===== src/rtl/tcs_pkg.sv =====
package tcs_pkg;
  localparam int unsigned CFG_W     = 16;
  localparam int unsigned SS_BIT    = 15;
  localparam int unsigned SM_BIT    = 8;
  localparam int unsigned FIELD_LSB = 6;
  localparam int unsigned FIELD_W   = 7;

  typedef struct packed {
    logic [1:0] cf;
    logic       pol;
    logic       im;
    logic       sm;
    logic [1:0] cr;
  } cfg_fields_t;

  localparam cfg_fields_t CFG_RESET = '{cf: 2'b00, pol: 1'b0, im: 1'b0, sm: 1'b0, cr: 2'b10};

  // period multiple of the fastest rate for each rate code
  function automatic int unsigned rate_mult(input int unsigned code);
    case (code)
      0:       return 32;
      1:       return 8;
      2:       return 2;
      default: return 1;
    endcase
  endfunction
endpackage


===== src/rtl/tcs_cfg_reg.sv =====
module tcs_cfg_reg
  import tcs_pkg::*;
(
  input  logic              clk_i,
  input  logic              rst_ni,
  input  logic              we_i,
  input  logic [CFG_W-1:0]  wdata_i,
  input  logic              alert_bit_i,
  input  logic              ss_i,
  output cfg_fields_t       fields_o,
  output logic              enter_o,
  output logic              leave_o,
  output logic              ss_req_o,
  output logic              sleep_enter_o,
  output logic [CFG_W-1:0]  rdata_o
);
  cfg_fields_t fields_q;
  logic        se_q;

  assign enter_o  = we_i && wdata_i[SM_BIT] && !fields_q.sm;
  assign leave_o  = we_i && !wdata_i[SM_BIT] && fields_q.sm;
  // single shot only when the same write leaves sleep set
  assign ss_req_o = we_i && wdata_i[SS_BIT] && wdata_i[SM_BIT] && !ss_i;

  always_ff @(posedge clk_i or negedge rst_ni) begin
    if (!rst_ni) begin
      fields_q <= CFG_RESET;
      se_q     <= 1'b0;
    end else begin
      se_q <= enter_o;
      if (we_i) fields_q <= cfg_fields_t'(wdata_i[FIELD_LSB +: FIELD_W]);
    end
  end

  assign fields_o      = fields_q;
  assign sleep_enter_o = se_q;
  assign rdata_o       = {ss_i, 1'b1, 1'b0, fields_q, alert_bit_i, 5'b00000};
endmodule


===== src/rtl/tcs_rate_timer.sv =====
module tcs_rate_timer
  import tcs_pkg::*;
#(
  parameter int unsigned RATE_BASE_CYC = 1250
) (
  input  logic       clk_i,
  input  logic       rst_ni,
  input  logic [1:0] cr_i,
  input  logic       reload_i,
  input  logic       expire_now_i,
  output logic       expired_o
);
  localparam int unsigned MAX_PER = 32 * RATE_BASE_CYC;
  localparam int unsigned PW      = $clog2(MAX_PER + 1);

  logic [PW-1:0] per_tab [4];
  logic [PW-1:0] cnt_q;

  for (genvar g = 0; g < 4; g++) begin : g_tab
    assign per_tab[g] = PW'(rate_mult(g) * RATE_BASE_CYC - 1);
  end

  always_ff @(posedge clk_i or negedge rst_ni) begin
    if (!rst_ni) begin
      cnt_q <= PW'(rate_mult(int'(CFG_RESET.cr)) * RATE_BASE_CYC - 1);
    end else if (expire_now_i) begin
      cnt_q <= '0;
    end else if (reload_i) begin
      cnt_q <= per_tab[cr_i];
    end else if (cnt_q != '0) begin
      cnt_q <= cnt_q - 1'b1;
    end
  end

  assign expired_o = (cnt_q == '0);
endmodule


===== src/rtl/tcs_conv_ctrl.sv =====
module tcs_conv_ctrl
  import tcs_pkg::*;
#(
  parameter int unsigned SLEEP_EXTRA_CYC = 600
) (
  input  logic              clk_i,
  input  logic              rst_ni,
  input  logic              sm_i,
  input  logic              enter_i,
  input  logic              ss_req_i,
  input  logic              expired_i,
  input  logic              adc_done_i,
  input  logic [CFG_W-1:0]  adc_result_i,
  output logic              reload_o,
  output logic              start_o,
  output logic [CFG_W-1:0]  temp_o,
  output logic              new_o,
  output logic              ss_o
);
  localparam int unsigned DW = $clog2(SLEEP_EXTRA_CYC + 1);
  localparam logic [DW-1:0] DLY_LOAD = DW'(SLEEP_EXTRA_CYC - 1);

  logic             start_q, busy_q, dly_q, pend_q, ss_q, new_q;
  logic [DW-1:0]    dly_cnt_q;
  logic [CFG_W-1:0] temp_q;
  logic             launch, dly_end, issue;

  always_comb begin
    launch = 1'b0;
    if (!enter_i) begin
      if (sm_i) launch = ss_req_i;
      else      launch = expired_i && !busy_q && !dly_q;
    end
    dly_end = dly_q && (dly_cnt_q == '0) && !enter_i;
    issue   = (launch && !pend_q) || dly_end;
  end

  always_ff @(posedge clk_i or negedge rst_ni) begin
    if (!rst_ni) begin
      start_q   <= 1'b1;  // conversion fires straight out of reset
      busy_q    <= 1'b1;
      dly_q     <= 1'b0;
      pend_q    <= 1'b0;
      ss_q      <= 1'b0;
      new_q     <= 1'b0;
      dly_cnt_q <= '0;
      temp_q    <= '0;
    end else begin
      start_q <= issue;
      new_q   <= 1'b0;
      if (enter_i) begin
        busy_q    <= 1'b0;  // in-flight result dropped
        dly_q     <= ss_req_i;
        dly_cnt_q <= DLY_LOAD;
        pend_q    <= !ss_req_i;
        ss_q      <= ss_req_i;
      end else begin
        if (busy_q && adc_done_i) begin
          temp_q <= adc_result_i;
          new_q  <= 1'b1;
          busy_q <= 1'b0;
          ss_q   <= 1'b0;
        end
        if (sm_i && ss_req_i) ss_q <= 1'b1;
        if (launch && pend_q) begin
          dly_q     <= 1'b1;
          dly_cnt_q <= DLY_LOAD;
          pend_q    <= 1'b0;
        end else if (dly_q) begin
          if (dly_cnt_q == '0) dly_q <= 1'b0;
          else                 dly_cnt_q <= dly_cnt_q - 1'b1;
        end
        if (issue) busy_q <= 1'b1;
      end
    end
  end

  assign reload_o = issue;
  assign start_o  = start_q;
  assign temp_o   = temp_q;
  assign new_o    = new_q;
  assign ss_o     = ss_q;
endmodule


===== src/rtl/temp_conv_sequencer.sv =====
module temp_conv_sequencer
  import tcs_pkg::*;
#(
  parameter int unsigned RATE_BASE_CYC   = 1250,
  parameter int unsigned SLEEP_EXTRA_CYC = 600
) (
  input  logic        clk_i,
  input  logic        rst_ni,
  input  logic        cfg_we_i,
  input  logic [15:0] cfg_wdata_i,
  input  logic        alert_bit_i,
  output logic [15:0] cfg_rdata_o,
  output logic        adc_start_o,
  input  logic        adc_done_i,
  input  logic [15:0] adc_result_i,
  output logic [15:0] temp_o,
  output logic        new_sample_o,
  output logic        ss_busy_o,
  output logic        sleep_enter_o
);
  cfg_fields_t fields;
  logic enter, leave, ss_req, ss, expired, reload;

  tcs_cfg_reg u_cfg (
    .clk_i         (clk_i),
    .rst_ni        (rst_ni),
    .we_i          (cfg_we_i),
    .wdata_i       (cfg_wdata_i),
    .alert_bit_i   (alert_bit_i),
    .ss_i          (ss),
    .fields_o      (fields),
    .enter_o       (enter),
    .leave_o       (leave),
    .ss_req_o      (ss_req),
    .sleep_enter_o (sleep_enter_o),
    .rdata_o       (cfg_rdata_o)
  );

  tcs_rate_timer #(.RATE_BASE_CYC(RATE_BASE_CYC)) u_timer (
    .clk_i        (clk_i),
    .rst_ni       (rst_ni),
    .cr_i         (fields.cr),
    .reload_i     (reload),
    .expire_now_i (leave),
    .expired_o    (expired)
  );

  tcs_conv_ctrl #(.SLEEP_EXTRA_CYC(SLEEP_EXTRA_CYC)) u_ctrl (
    .clk_i        (clk_i),
    .rst_ni       (rst_ni),
    .sm_i         (fields.sm),
    .enter_i      (enter),
    .ss_req_i     (ss_req),
    .expired_i    (expired),
    .adc_done_i   (adc_done_i),
    .adc_result_i (adc_result_i),
    .reload_o     (reload),
    .start_o      (adc_start_o),
    .temp_o       (temp_o),
    .new_o        (new_sample_o),
    .ss_o         (ss)
  );

  assign ss_busy_o = ss;
endmodule


===== config.mk =====
export PLATFORM = sky130hd
export DESIGN_NAME = temp_conv_sequencer
export DESIGN_NICKNAME = d
export VERILOG_FILES = /design/src/rtl/tcs_pkg.sv /design/src/rtl/tcs_cfg_reg.sv /design/src/rtl/tcs_rate_timer.sv /design/src/rtl/tcs_conv_ctrl.sv /design/src/rtl/temp_conv_sequencer.sv
export SDC_FILE = /design/constraint.sdc
export NUM_CORES = 1
export LEC_CHECK = 0
export ABC_AREA = 1
export BUFFER_PORTS_ARGS = -buffer_cell sky130_fd_sc_hd__buf_4
export CORE_ASPECT_RATIO = 1.2
export CORE_UTILIZATION = 40
export CTS_BUF_LIST = sky130_fd_sc_hd__clkbuf_8 sky130_fd_sc_hd__clkbuf_16
export DETAILED_ROUTE_END_ITERATION = 8
export HOLD_SLACK_MARGIN = 0.03
export PLACE_DENSITY = 0.71
export SETUP_SLACK_MARGIN = 0.2
export SLEW_MARGIN = 20
export SYNTH_ARGS = -nofsm -noshare
export SYNTH_HDL_FRONTEND = slang
export SYNTH_SLANG_ARGS = --single-unit

===== constraint.sdc =====
create_clock -name clk_i -period 5.4 [get_ports clk_i]
set_clock_uncertainty 0.15 [all_clocks]
set_input_delay 0.81 -clock clk_i [delete_from_list [all_inputs] [get_ports clk_i]]
set_output_delay 0.81 -clock clk_i [all_outputs]
set_load 0.005 [all_outputs]

After elaboration in Yosys (flattened, before gate mapping)
Index checks and enable logic that the tools add are counted.
- flip-flop bits (word level): 56
- bits of input ports: 37
- output and inout port bits: 36
- $add $sub $neg: 2
- $lt $le $gt $ge: 1
- equal/unequal tests: 1
- mux-type cells: 25
- bitwise logic cells: 2
- reductions and logical operators: 34
- operator list (kind ; count):
    2-to-1 mux 16 bit ; 5
    2-to-1 mux 10 bit ; 4
    binary-select mux 16 bit (select 2 bit) ; 1
    zero test 16 bit ; 1
    nonzero test 16 bit ; 1
    subtractor 16 x 1 -> 16 bit, second input constant ; 1
    logical AND 1 bit ; 15
    2-to-1 mux 1 bit ; 15
    nonzero test 3 bit ; 4
    zero test 10 bit ; 1
    subtractor 10 x 1 -> 10 bit, second input constant ; 1
    zero test 1 bit ; 8
    AND reduction 2 bit ; 2
    greater-or-equal comparator 3 bit, second input constant ; 1
    != test 3 x 2 -> 1 bit, second input constant ; 1
    inverter 2 -> 3 bit ; 1
    nonzero test 2 bit ; 1
    logical OR 1 bit ; 1
    inverter 1 bit ; 1

Longest topological paths before layout
Gate-level depths: netlist of run 1.
- depth after elaboration: 9
- depth in mapped cells: 13
- gate-level depth less buffers: 12

Cells and area by module
A second synthesis of run 1 with hierarchy kept.
- cells, all modules: 409
- area total of the unflattened synthesis: 3143.0 µm²
- modules (own cells, without submodules) (module ; instances ; cells an instance ; area each (µm²) ; seq. area each (µm²)):
    tcs_conv_ctrl ; 1 ; 185 ; 1521.5 ; 803.3
    tcs_rate_timer ; 1 ; 169 ; 1168.6 ; 407.9
    tcs_cfg_reg ; 1 ; 55 ; 452.9 ; 201.4

Worst setup path after synthesis of run 1
No wires, ideal clock.
- path kind: input-to-reg
- from: input port cfg_wdata_i[8]
- to: register u_ctrl.temp_q[0], in the netlist u_ctrl.temp_o[0]
- data arrival time: 1749 ps
- setup slack: 3385 ps
- stages: 9
- buffers on the path: 1
- cells stage by stage: nand2_1 inv_1 nand2_1 inv_1 nor2_2 inv_2 buf_2 nand2_1 nand2_1
- cells in the longest elaborated chain, start to end: 4
- ends and longest elaborated chain (element ; RTL line ; source):
    start: declaration ; temp_conv_sequencer.sv:10 ; input logic [15:0] cfg_wdata_i,
    logical AND 1 bit (2 in a row) ; tcs_cfg_reg.sv:20 ; assign enter_o = we_i && wdata_i[SM_BIT] && !fields_q.sm;
    via enter ; temp_conv_sequencer.sv:22 ; logic enter, leave, ss_req, ss, expired, reload;
    inverter 1 bit (no source line) ; -- ;
    AND reduction 2 bit (no source line) ; -- ;
    end signal: assignment ; tcs_conv_ctrl.sv:59 ; temp_q <= adc_result_i;
    end: declaration ; tcs_conv_ctrl.sv:25 ; logic [CFG_W-1:0] temp_q;
The timed path passes the listed nets, and every way through them passes these cells.
A chain may end at the register's enable or synchronous reset.

Final worst setup path of run 1
- from: input port cfg_we_i
- to: register u_ctrl.temp_q[1], in the netlist u_ctrl.temp_o[1]
- cells in the longest elaborated chain, start to end: 4
- ends and longest elaborated chain (element ; RTL line ; source):
    start: declaration ; temp_conv_sequencer.sv:9 ; input logic cfg_we_i,
    logical AND 1 bit (2 in a row) ; tcs_cfg_reg.sv:20 ;
    via enter ; temp_conv_sequencer.sv:22 ;
    inverter 1 bit (no source line) ; -- ;
    AND reduction 2 bit (no source line) ; -- ;
The timed path passes the listed nets, and every way through them passes these cells.

==> results of run 1 <==
[flip-flops by register name (all words and copies together) (netlist names)]
register / cells
u_ctrl.temp_o: 16
u_timer.cnt_q: 16
u_ctrl.dly_cnt_q: 10
u_cfg.fields_o: 7
u_cfg.sleep_enter_o: 1
u_ctrl.busy_q: 1
u_ctrl.dly_q: 1
u_ctrl.new_o: 1
u_ctrl.pend_q: 1
u_ctrl.ss_o: 1
u_ctrl.start_o: 1
[worst paths after layout]
path                                   from             endpoint
hold reg to reg            u_ctrl.temp_o[0]     u_ctrl.temp_o[0]
hold / removal             u_ctrl.temp_o[0]     u_ctrl.temp_o[0]
max in group asynchronous            rst_ni    u_cfg.fields_o[0]
min in group asynchronous            rst_ni  u_ctrl.dly_cnt_q[4]
setup / recovery                   cfg_we_i     u_ctrl.temp_o[1]
setup reg to reg           u_timer.cnt_q[0]    u_timer.cnt_q[15]
[through the flow]
stage	cell area (µm²)	util (%)	setup WS (ns)	instances	total power, mW
2_1_floorplan	2900	-	3.38	362	1.06
3_3_place_gp	3290	47.7	2.68	487	1.25
3_5_place_dp	3290	47.7	2.66	487	1.27
4_1_cts	3410	49.5	3.00	495	1.56
5_1_grt	3410	49.5	2.79	495	1.69
6_report	3410	49.5	3.04	495	1.55
[worst max-delay path, delay by kind of cell]
kind / cells / cell delay (ns)
and+or+nand+nor: 5 / 0.97
buffers and inverters: 4 / 0.62
[report_power, final]
group          internal (mW)  total, mW  switching [mW]
Sequential             0.580      0.695           0.115
Combinational          0.269      0.570           0.301
Clock                  0.152      0.287           0.135
Total                   1.00       1.55           0.551
[per-layer routing]
metal	global-route usage [%]	routed length [µm]	up-vias
met5	0	0	-
met4	3.18	29	0
met3	4.93	308	6
met2	28.8	2850	53
met1	20.4	2600	1107
li1	-	-	1196
[cell type report]
type,instances,area (µm²),share of cell area [%]
clock buffers,6,82.6,2.42
clock inverters,2,38.8,1.14
inverters,28,105,3.08
multi-input cells,261,1250,36.7
flip-flops and latches,56,1410,41.4
well taps,87,109,3.19
repair buffers,55,413,12.1
[placed cells by master, fill, tap and decap left out, types with 2 or more instances in the layout]
master and n:
a21oi_1 4, buf_4 55, clkbuf_8 6, conb_1 7, dfrtp_1 47, dfstp_2 9
ha_1 8, inv_1 26, inv_2 2, nand2_1 122, nand2_2 5, nand3_1 11
nand4_1 6, nor2_1 43, nor2_2 5, nor3_1 7, o21ai_0 17, xnor2_1 7
xor2_1 9
[kinds of logic after synthesis]
family / synth area share [%]
AND/OR/NAND/NOR: 29.6
flip-flops: 49.0
buffers and inverters: 8.20
AO/OA/AOI/OAI: 4.60
XOR/XNOR: 4.86
adder cells (fa/ha/maj): 3.47
other: 0.261
==> flow_metrics.py, run 1 <==
metrics = {
    "outcome": {
        "status": "finished clean",
    },
    "floorplan": {
        "core_area_um2": 6900,
        "die_h_um": 95.0,
        "die-area_um2": 7550,
        "ios": 73,
        "fp.dieW_um": 79.5,
        "start_util_pct": 41.8,
        "rows": 33,
    },
    "synthesis": {
        "synth_edf_count": 0,
        "synthTopCellsByArea": "dfrtp_1 (41%), nand2_1 (16%), dfstp_2 (8.2%)",
        "ys_seq_area_share_pct": 49.0,
        "synthTopCellsByCount": "nand2_1 (122), dfrtp_1 (47), nor2_1 (43)",
        "synth_top_area_share_pct": 40.8,
        "synthCells": 357,
        "yosysTopAreaCell": "dfrtp_1",
        "synth.most_common_cell": "nand2_1",
        "async_reset_ff_share_pct": 100,
        "ys_warn_count": 0,
        "syn_avg_cell_area_um2": 8.07,
        "ys_types": 30,
        "ys_ff_latch": 56,
        "syn-cell-area_um2": 2880,
        "ys.flop_type": "dfrtp_1",
    },
    "global_route": {
        "grt_start_max_net_pins": 57,
        "antenna_found_initial": 0,
        "grt_util_all_layers_pct": 16.6,
        "grt_pass1_vias": 2311,
        "grt_overflow": 0,
        "grt_pass1_wl_mm": 9.99,
    },
    "routing": {
        "drcViolationCount": 0,
        "vias_per_cell": 4.77,
        "drt.antenna.violating_nets": 0,
        "vias": 2362,
        "drt-total-wl_mm": 5.78,
        "wl_per_cell_um": 11.7,
        "drtPass1Iterations": 4,
        "drtIter0Drc": 88,
    },
    "sta": {
        "slew_headroom_pct": 53.5,
        "tightest_slew_ns": 0.698,
        "slew_violations": 0,
        "max_freq_mhz": 424,
        "min_period_ns": 2.36,
        "holdWs_ns": 0.336,
        "setup_viol": 0,
        "rsz0062_at_grt": "false",
        "tns_ns": 0,
        "timing.final.crit_share_pct": 43.7,
        "hold_viol": 0,
    },
    "final_layout": {
        "syn_to_final_growth_pct": 18.4,
        "num-fill-cells": 648,
        "layout-drive-gt1-share_pct": 21.3,
        "fin_nets": 452,
        "antenna_cells": 0,
    },
    "critical_path": {
        "cp.required_ns": 5.46,
        "setup.worst_path.start_class": "input port",
        "crit_top_cell": "nand2_1",
        "cpMaxStageDelayCell": "nor2_2",
        "rr_worst_depth": 12,
        "reg2reg_slack_ns": 3.17,
        "path_max_fanout": 18,
        "worstPathArrival_ns": 2.42,
        "max_stage_delay_ns": 0.54,
        "crit_path_cell_trace": "buf_4 > nand2_1 > inv_1 > nand2_1 > inv_1 > nor2_2 > inv_2 > nand2_1 > nand2_1",
        "end_kind": "flip-flop",
        "crit_type": "in2reg",
    },
    "cts": {
        "insertion_delay_ns": 0.30,
        "cts_hold_buf": 0,
        "cts_tree": "built",
        "cts_resized": 0,
        "cts_made_buffers": 5,
        "cts.sink_count": 56,
        "h-tree-depth": 2,
        "ctsRootBufferMaster": "clkbuf_8",
        "cts_buffer_depth": 2,
        "post-cts-setup-buffers": 0,
        "path_clk_slew_ns": 0.10,
    },
    "power_and_ir_drop": {
        "power.density_nw_per_um2": 455,
        "leakage_nw": 1.78,
        "peakVddDrop_mv": 0.253,
    },
    "placement": {
        "hpwl_mm": 4.31,
        "gp_congestion": 0.843,
        "io_buffer_count": 55,
    },
    "worst_hold_path": {
        "hold_path_depth": 2,
        "min_path_type": "reg2reg",
    },
    "job": {
        "cap_violations": 0,
    },
}
(Power assumes the default switching activity.)
==> inputs of run 2 (changes only) <==
PLACE_DENSITY = 0.73   (was 0.71)
clock period = 2.1 ns   (was 5.4 ns; I/O delays follow)
==> run 2 against run 1 <==
  * Global-route usage is 0.65 points higher
  * Final cell count grew 3.4%
  * Combinational power rose to 3.1 times the previous value
  * Clock power up 150%
  * Critical path type is now reg2reg
  * Cell area rose by 8.6%
  * Non-clock buffer count up 17
  * Critical path depth is 3 higher
  * Flip-flop and latch count stayed put
  * Core utilization up 4.2 points
  * Critical endpoint is now u_timer.cnt_q[11]
  * Count of clock-buffer cells in the layout shrank 1
==> flow_metrics.py, run 2 (synthesis gave the netlist of run 1 again) <==
metrics = {
    "power_and_ir_drop": {
        "leakage_nw": 1.89,
        "p_total_mw": 4.28,
        "power.density_nw_per_um2": 1160,
        "peakVddDrop_mv": 0.587,
    },
    "cts": {
        "h-tree-depth": 2,
        "cts_buffer_depth": 2,
        "cts_tree": "built",
        "ctsRootBufferMaster": "clkbuf_8",
        "cts.sink_count": 56,
        "path_clk_slew_ns": 0.10,
        "cts_made_buffers": 5,
        "insertion_delay_ns": 0.31,
    },
    "critical_path": {
        "setup.worst_path.start_class": "flip-flop",
        "rr_worst_depth": 12,
        "path_max_fanout": 9,
        "reg2reg_slack_ns": 0.24,
        "crit_type": "reg2reg",
        "r2r-end": "u_timer.cnt_q[11]",
        "cp.required_ns": 2.19,
        "worstPathArrival_ns": 1.95,
        "rr_startpoint": "u_timer.cnt_q[1]",
        "end_kind": "flip-flop",
        "cp-startpoint": "u_timer.cnt_q[1]",
    },
    "floorplan": {
        "die-area_um2": 7550,
        "core_area_um2": 6900,
        "rows": 33,
        "start_util_pct": 41.8,
        "ios": 73,
        "fp.dieW_um": 79.5,
        "die_h_um": 95.0,
    },
    "sta": {
        "tns_ns": 0,
        "min_period_ns": 1.86,
        "timing.final.crit_share_pct": 88.8,
        "hold_viol": 0,
        "holdWs_ns": 0.0453,
        "worst_slack_ns": 0.236,
        "slew_headroom_pct": 53.1,
        "slew_violations": 0,
        "max_freq_mhz": 536,
        "tightest_slew_ns": 0.703,
        "setup_viol": 0,
        "rsz0062_at_grt": "true",
    },
    "outcome": {
        "status": "finished clean",
    },
    "routing": {
        "drt.antenna.violating_nets": 0,
        "vias_per_cell": 4.77,
        "wl_per_cell_um": 12.2,
        "drtPass1Iterations": 4,
        "drt-total-wl_mm": 6.23,
        "vias": 2443,
        "drtIter0Drc": 123,
        "drcViolationCount": 0,
    },
    "final_layout": {
        "fin_area_um2": 3710,
        "num-fill-cells": 614,
        "antenna_cells": 0,
        "final_cell_mix": "nand2_1 (115), buf_4 (67), dfrtp_1 (46), nor2_1 (35), inv_1 (22)",
        "layout-drive-gt1-share_pct": 30.4,
        "syn_to_final_growth_pct": 28.6,
        "final_common_cell": "nand2_1",
        "fin_nets": 469,
    },
    "placement": {
        "gp_congestion": 0.849,
        "hpwl_mm": 4.24,
        "pre_cts_slack_ns": 0.113,
        "io_buffer_count": 55,
        "placed_area_um2": 3330,
    },
    "global_route": {
        "grt_pass1_vias": 2334,
        "grt_util_all_layers_pct": 17.2,
        "antenna_found_initial": 0,
        "grt_pass1_wl_mm": 10.2,
        "grt_start_max_net_pins": 57,
        "grt_overflow": 0,
    },
    "worst_hold_path": {
        "min_path_type": "in2reg",
        "whs_endpoint": "u_ctrl.temp_o[10]",
        "hold_start": "adc_result_i[10]",
        "hold_path_depth": 3,
    },
    "job": {
        "cap_violations": 0,
    },
}
-- run 2: cell count changes in the layout (fill, tap and decap cells not counted), sizes merged --
cell	before	now
dlygate4sd3	0	1
clkinvlp	0	1
buf	55	71
inv	28	29
clkinv	1	0
clkbuf	6	5
-- run 2: report_power, final --
part           total [mW]  switching (mW)  internal (mW)
registers            1.81           0.317           1.49
logic                1.77           0.907          0.861
clock network       0.704           0.348          0.356
-- run 2: worst max path at each step --
| stage | end | slack (ns) | cells after the start |
|---|---|---|---|
| 5_1_grt | u_timer.cnt_q[4] | 0.16 | 11 |
| 6_report | u_timer.cnt_q[11] | 0.24 | 12 |
| 3_3_place_gp | u_timer.cnt_q[9] | 0.14 | 12 |
| 2_1_floorplan | u_ctrl.dly_cnt_q[5] | 0.31 | 9 |
| 3_5_place_dp | u_timer.cnt_q[9] | 0.11 | 12 |
| 4_1_cts | u_ctrl.dly_cnt_q[7] | 0.19 | 11 |
-- run 2: critical path: stages (launching register included) --
cell and delay (ns):
dfstp_2 0.57, inv_2 0.06, ha_4 0.16, nand2_4 0.07, nor2_4 0.04, nand3_2 0.08, nand2_4 0.06, nand2_4 0.11
nand2_8 0.08, buf_12 0.14, nand2_1 0.06, o21ai_0 0.08, nor2_1 0.12
-- run 2: per-layer routing --
metal | part of all wire, % | track usage (%) | wire length [µm]
met1 | 44 | 20.2 | 2710
met3 | 4.6 | 3.77 | 286
met5 | 0 | 0 | 0
met4 | 1.6 | 6.67 | 100
met2 | 50 | 30.4 | 3130
-- run 2: stage by stage --
| step | std cells | utilization (%) |
|---|---|---|
| final | 512 | 53.7 |
| after global routing | 512 | 53.7 |
| after CTS | 504 | 51.2 |
| after detailed placement | 490 | 48.2 |
| after global placement | 490 | 48.2 |
| after floorplan | 362 | - |
-- run 2: final cells by class --
type	count	area, µm²	share of cell area, %
clock buffers	5	68.8	1.86
clock inverters	3	42.5	1.15
inverters	28	111	3.00
multi-input cells	261	1380	37.2
flip-flops and latches	56	1410	38.2
well taps	87	109	2.94
repair buffers	72	583	15.7
-- run 2: repair_timing --
| item | 4_1_cts | 5_1_grt |
|---|---|---|
| endpoints found under the setup margin | 19 | 27 |
| cloned | 1 | 0 |
| hold endpoints to repair | 47 | 0 |
| hold buffers | 1 | 0 |
| resized for setup | 13 | 33 |
| pin swaps | 5 | 10 |
| buffers inserted | 4 | 8 |
==> inputs of run 3 (changes only) <==
RECOVER_POWER = 100   (was unset)
==> run 3 against run 2 <==
  * Setup slack lost 0.055 ns
  * Final cell count stayed put
  * Core utilization fell by 0.47 points
  * Sequential power is essentially flat
  * Critical endpoint is now u_ctrl.dly_cnt_q[7]
  * Critical path type unchanged
  * Largest cell class unchanged
  * Fmax fell by 2.9%
  * Flip-flop and latch count unchanged
  * Largest power group unchanged
==> flow_metrics.py, run 3 (synthesis gave the netlist of run 1 again) <==
metrics = {
    "routing": {
        "met3_length_um": 271,
        "drtPass1Iterations": 4,
        "drcViolationCount": 0,
        "drt-total-wl_mm": 6.14,
        "vias": 2460,
        "drt.antenna.violating_nets": 0,
        "wl_per_cell_um": 12.0,
        "top_layer": "met4",
        "vias_per_cell": 4.80,
        "wl_met2_mm": 3.16,
        "met1_length_mm": 2.62,
        "drtIter0Drc": 115,
    },
    "power_and_ir_drop": {
        "leakage_nw": 1.87,
        "seqPwrFrac_pct": 42.7,
        "clockPowerShare_pct": 16.6,
        "p_sw_mw": 1.55,
        "comb_power_share_pct": 40.7,
        "peakVddDrop_mv": 0.565,
        "swShare_pct": 36.7,
        "power.density_nw_per_um2": 1150,
        "power_report.internal_total_mw": 2.67,
    },
    "sta": {
        "setup_viol": 0,
        "timing.final.crit_share_pct": 91.4,
        "rsz0062_at_grt": "true",
        "min_period_ns": 1.92,
        "slew_headroom_pct": 53.3,
        "worst_slack_ns": 0.181,
        "tns_ns": 0,
        "hold_viol": 0,
        "max_freq_mhz": 521,
        "tightest_slew_ns": 0.700,
        "slew_violations": 0,
    },
    "critical_path": {
        "reg2reg_slack_ns": 0.18,
        "cp.required_ns": 2.19,
        "worstPathArrival_ns": 2.01,
        "path_max_fanout": 7,
        "end_kind": "flip-flop",
        "setup.worst_path.start_class": "flip-flop",
        "crit_type": "reg2reg",
    },
    "final_layout": {
        "layout-drive-gt1-share_pct": 28.5,
        "seq_area_um2": 1410,
        "final_cell_mix": "nand2_1 (115), dfrtp_1 (46), nor2_1 (37), buf_4 (37), clkbuf_4 (27)",
        "fin_nets": 469,
        "final_common_cell": "nand2_1",
        "multiInputGateArea_um2": 1360,
        "syn_to_final_growth_pct": 27.4,
        "antenna_cells": 0,
        "num-fill-cells": 623,
        "layout.cells.non_filler": 512,
    },
    "cts": {
        "ctsRootBufferMaster": "clkbuf_8",
        "cts_made_buffers": 5,
        "cts.sink_count": 56,
        "cts_tree": "built",
        "cts_buffer_depth": 2,
        "path_clk_slew_ns": 0.10,
        "insertion_delay_ns": 0.31,
        "h-tree-depth": 2,
    },
    "floorplan": {
        "fp.dieW_um": 79.5,
        "die-area_um2": 7550,
        "start_util_pct": 41.8,
        "die_h_um": 95.0,
        "core_area_um2": 6900,
        "ios": 73,
        "rows": 33,
    },
    "global_route": {
        "grt_pass1_vias": 2334,
        "grt_util_all_layers_pct": 17.2,
        "grt_pass1_wl_mm": 10.2,
        "antenna_found_initial": 0,
        "grt_overflow": 0,
        "grt_start_max_net_pins": 57,
    },
    "job": {
        "cap_violations": 0,
    },
    "placement": {
        "pre_cts_slack_ns": 0.113,
        "io_buffer_count": 55,
        "gp_congestion": 0.849,
        "dp_cells": 490,
        "hpwl_mm": 4.24,
    },
    "worst_hold_path": {
        "min_path_type": "in2reg",
    },
    "outcome": {
        "status": "finished clean",
    },
}
## run 3: cell types whose count changed in the layout (fill, tap and decap cells not counted), moves of 3 or more
cell      before  now
buf_4         67   37
o21ai_0       12   16
o21ai_1        6    2
clkbuf_4       0   27
clkbuf_1       0    3
## run 3: final cells by class
type	instances	area share, %
multi-input cells	261	37.1
clock inverters	3	1.16
clock buffers	5	1.87
repair buffers	72	15.4
well taps	87	2.96
flip-flops and latches	56	38.5
inverters	28	3.03
## run 3: power groups by stage
stage                     combinational (mW)  clock (mW)  sequential [mW]
final                                   1.72       0.702             1.80
after global routing                    1.95       0.758             1.86
after CTS                               1.55       0.717             1.79
after detailed placement                1.47           0             1.80
after global placement                  1.43           0             1.80
after floorplan                        0.966           0             1.75
## run 3: path summary, 6_finish.rpt
kind                                   start                  end  cells after the start
max                         u_timer.cnt_q[0]  u_ctrl.dly_cnt_q[7]                     11
min                          adc_result_i[4]     u_ctrl.temp_o[4]                      3
max reg2reg                 u_timer.cnt_q[0]  u_ctrl.dly_cnt_q[7]                     11
min reg2reg                u_ctrl.temp_o[13]    u_ctrl.temp_o[13]                      2
max in group asynchronous             rst_ni         u_ctrl.dly_q                      2
min in group asynchronous             rst_ni  u_ctrl.dly_cnt_q[4]                      2
## run 3: critical path: stages, from the launching register on
cell and delay [ns]:
dfstp_1 0.58, inv_4 0.07, ha_4 0.16, nand2_4 0.07
nor2_4 0.04, nand3_2 0.08, nand2_4 0.06, clkbuf_1 0.13
a21oi_4 0.16, buf_6 0.14, o21ai_0 0.08, a21oi_1 0.12
## run 3: metrics by stage
stage	utilization (%)	area (µm²)	power (mW)	hold slack, ns
2_1_floorplan	-	2900	2.72	-0.131
3_3_place_gp	48.2	3330	3.22	0.268
3_5_place_dp	48.2	3330	3.27	0.265
4_1_cts	51.2	3530	4.07	0.0422
5_1_grt	53.3	3670	4.56	0.0443
6_report	53.3	3670	4.22	0.0476
## run 3: metal layers
layer  vias to the layer above  track usage, %
met1                      1160            20.2
met5                         -               0
met2                        59            30.4
li1                       1230               -
met4                         0            6.67
met3                        11            3.77
## run 3: timing repair
item | 4_1_cts | 5_1_grt
endpoints found under the hold margin | 47 | 0
resized for setup | 13 | 33
buffers inserted | 4 | 8
hold buffers | 1 | 0
cloned | 1 | 0
setup endpoints to repair | 19 | 27
pin swaps | 5 | 10
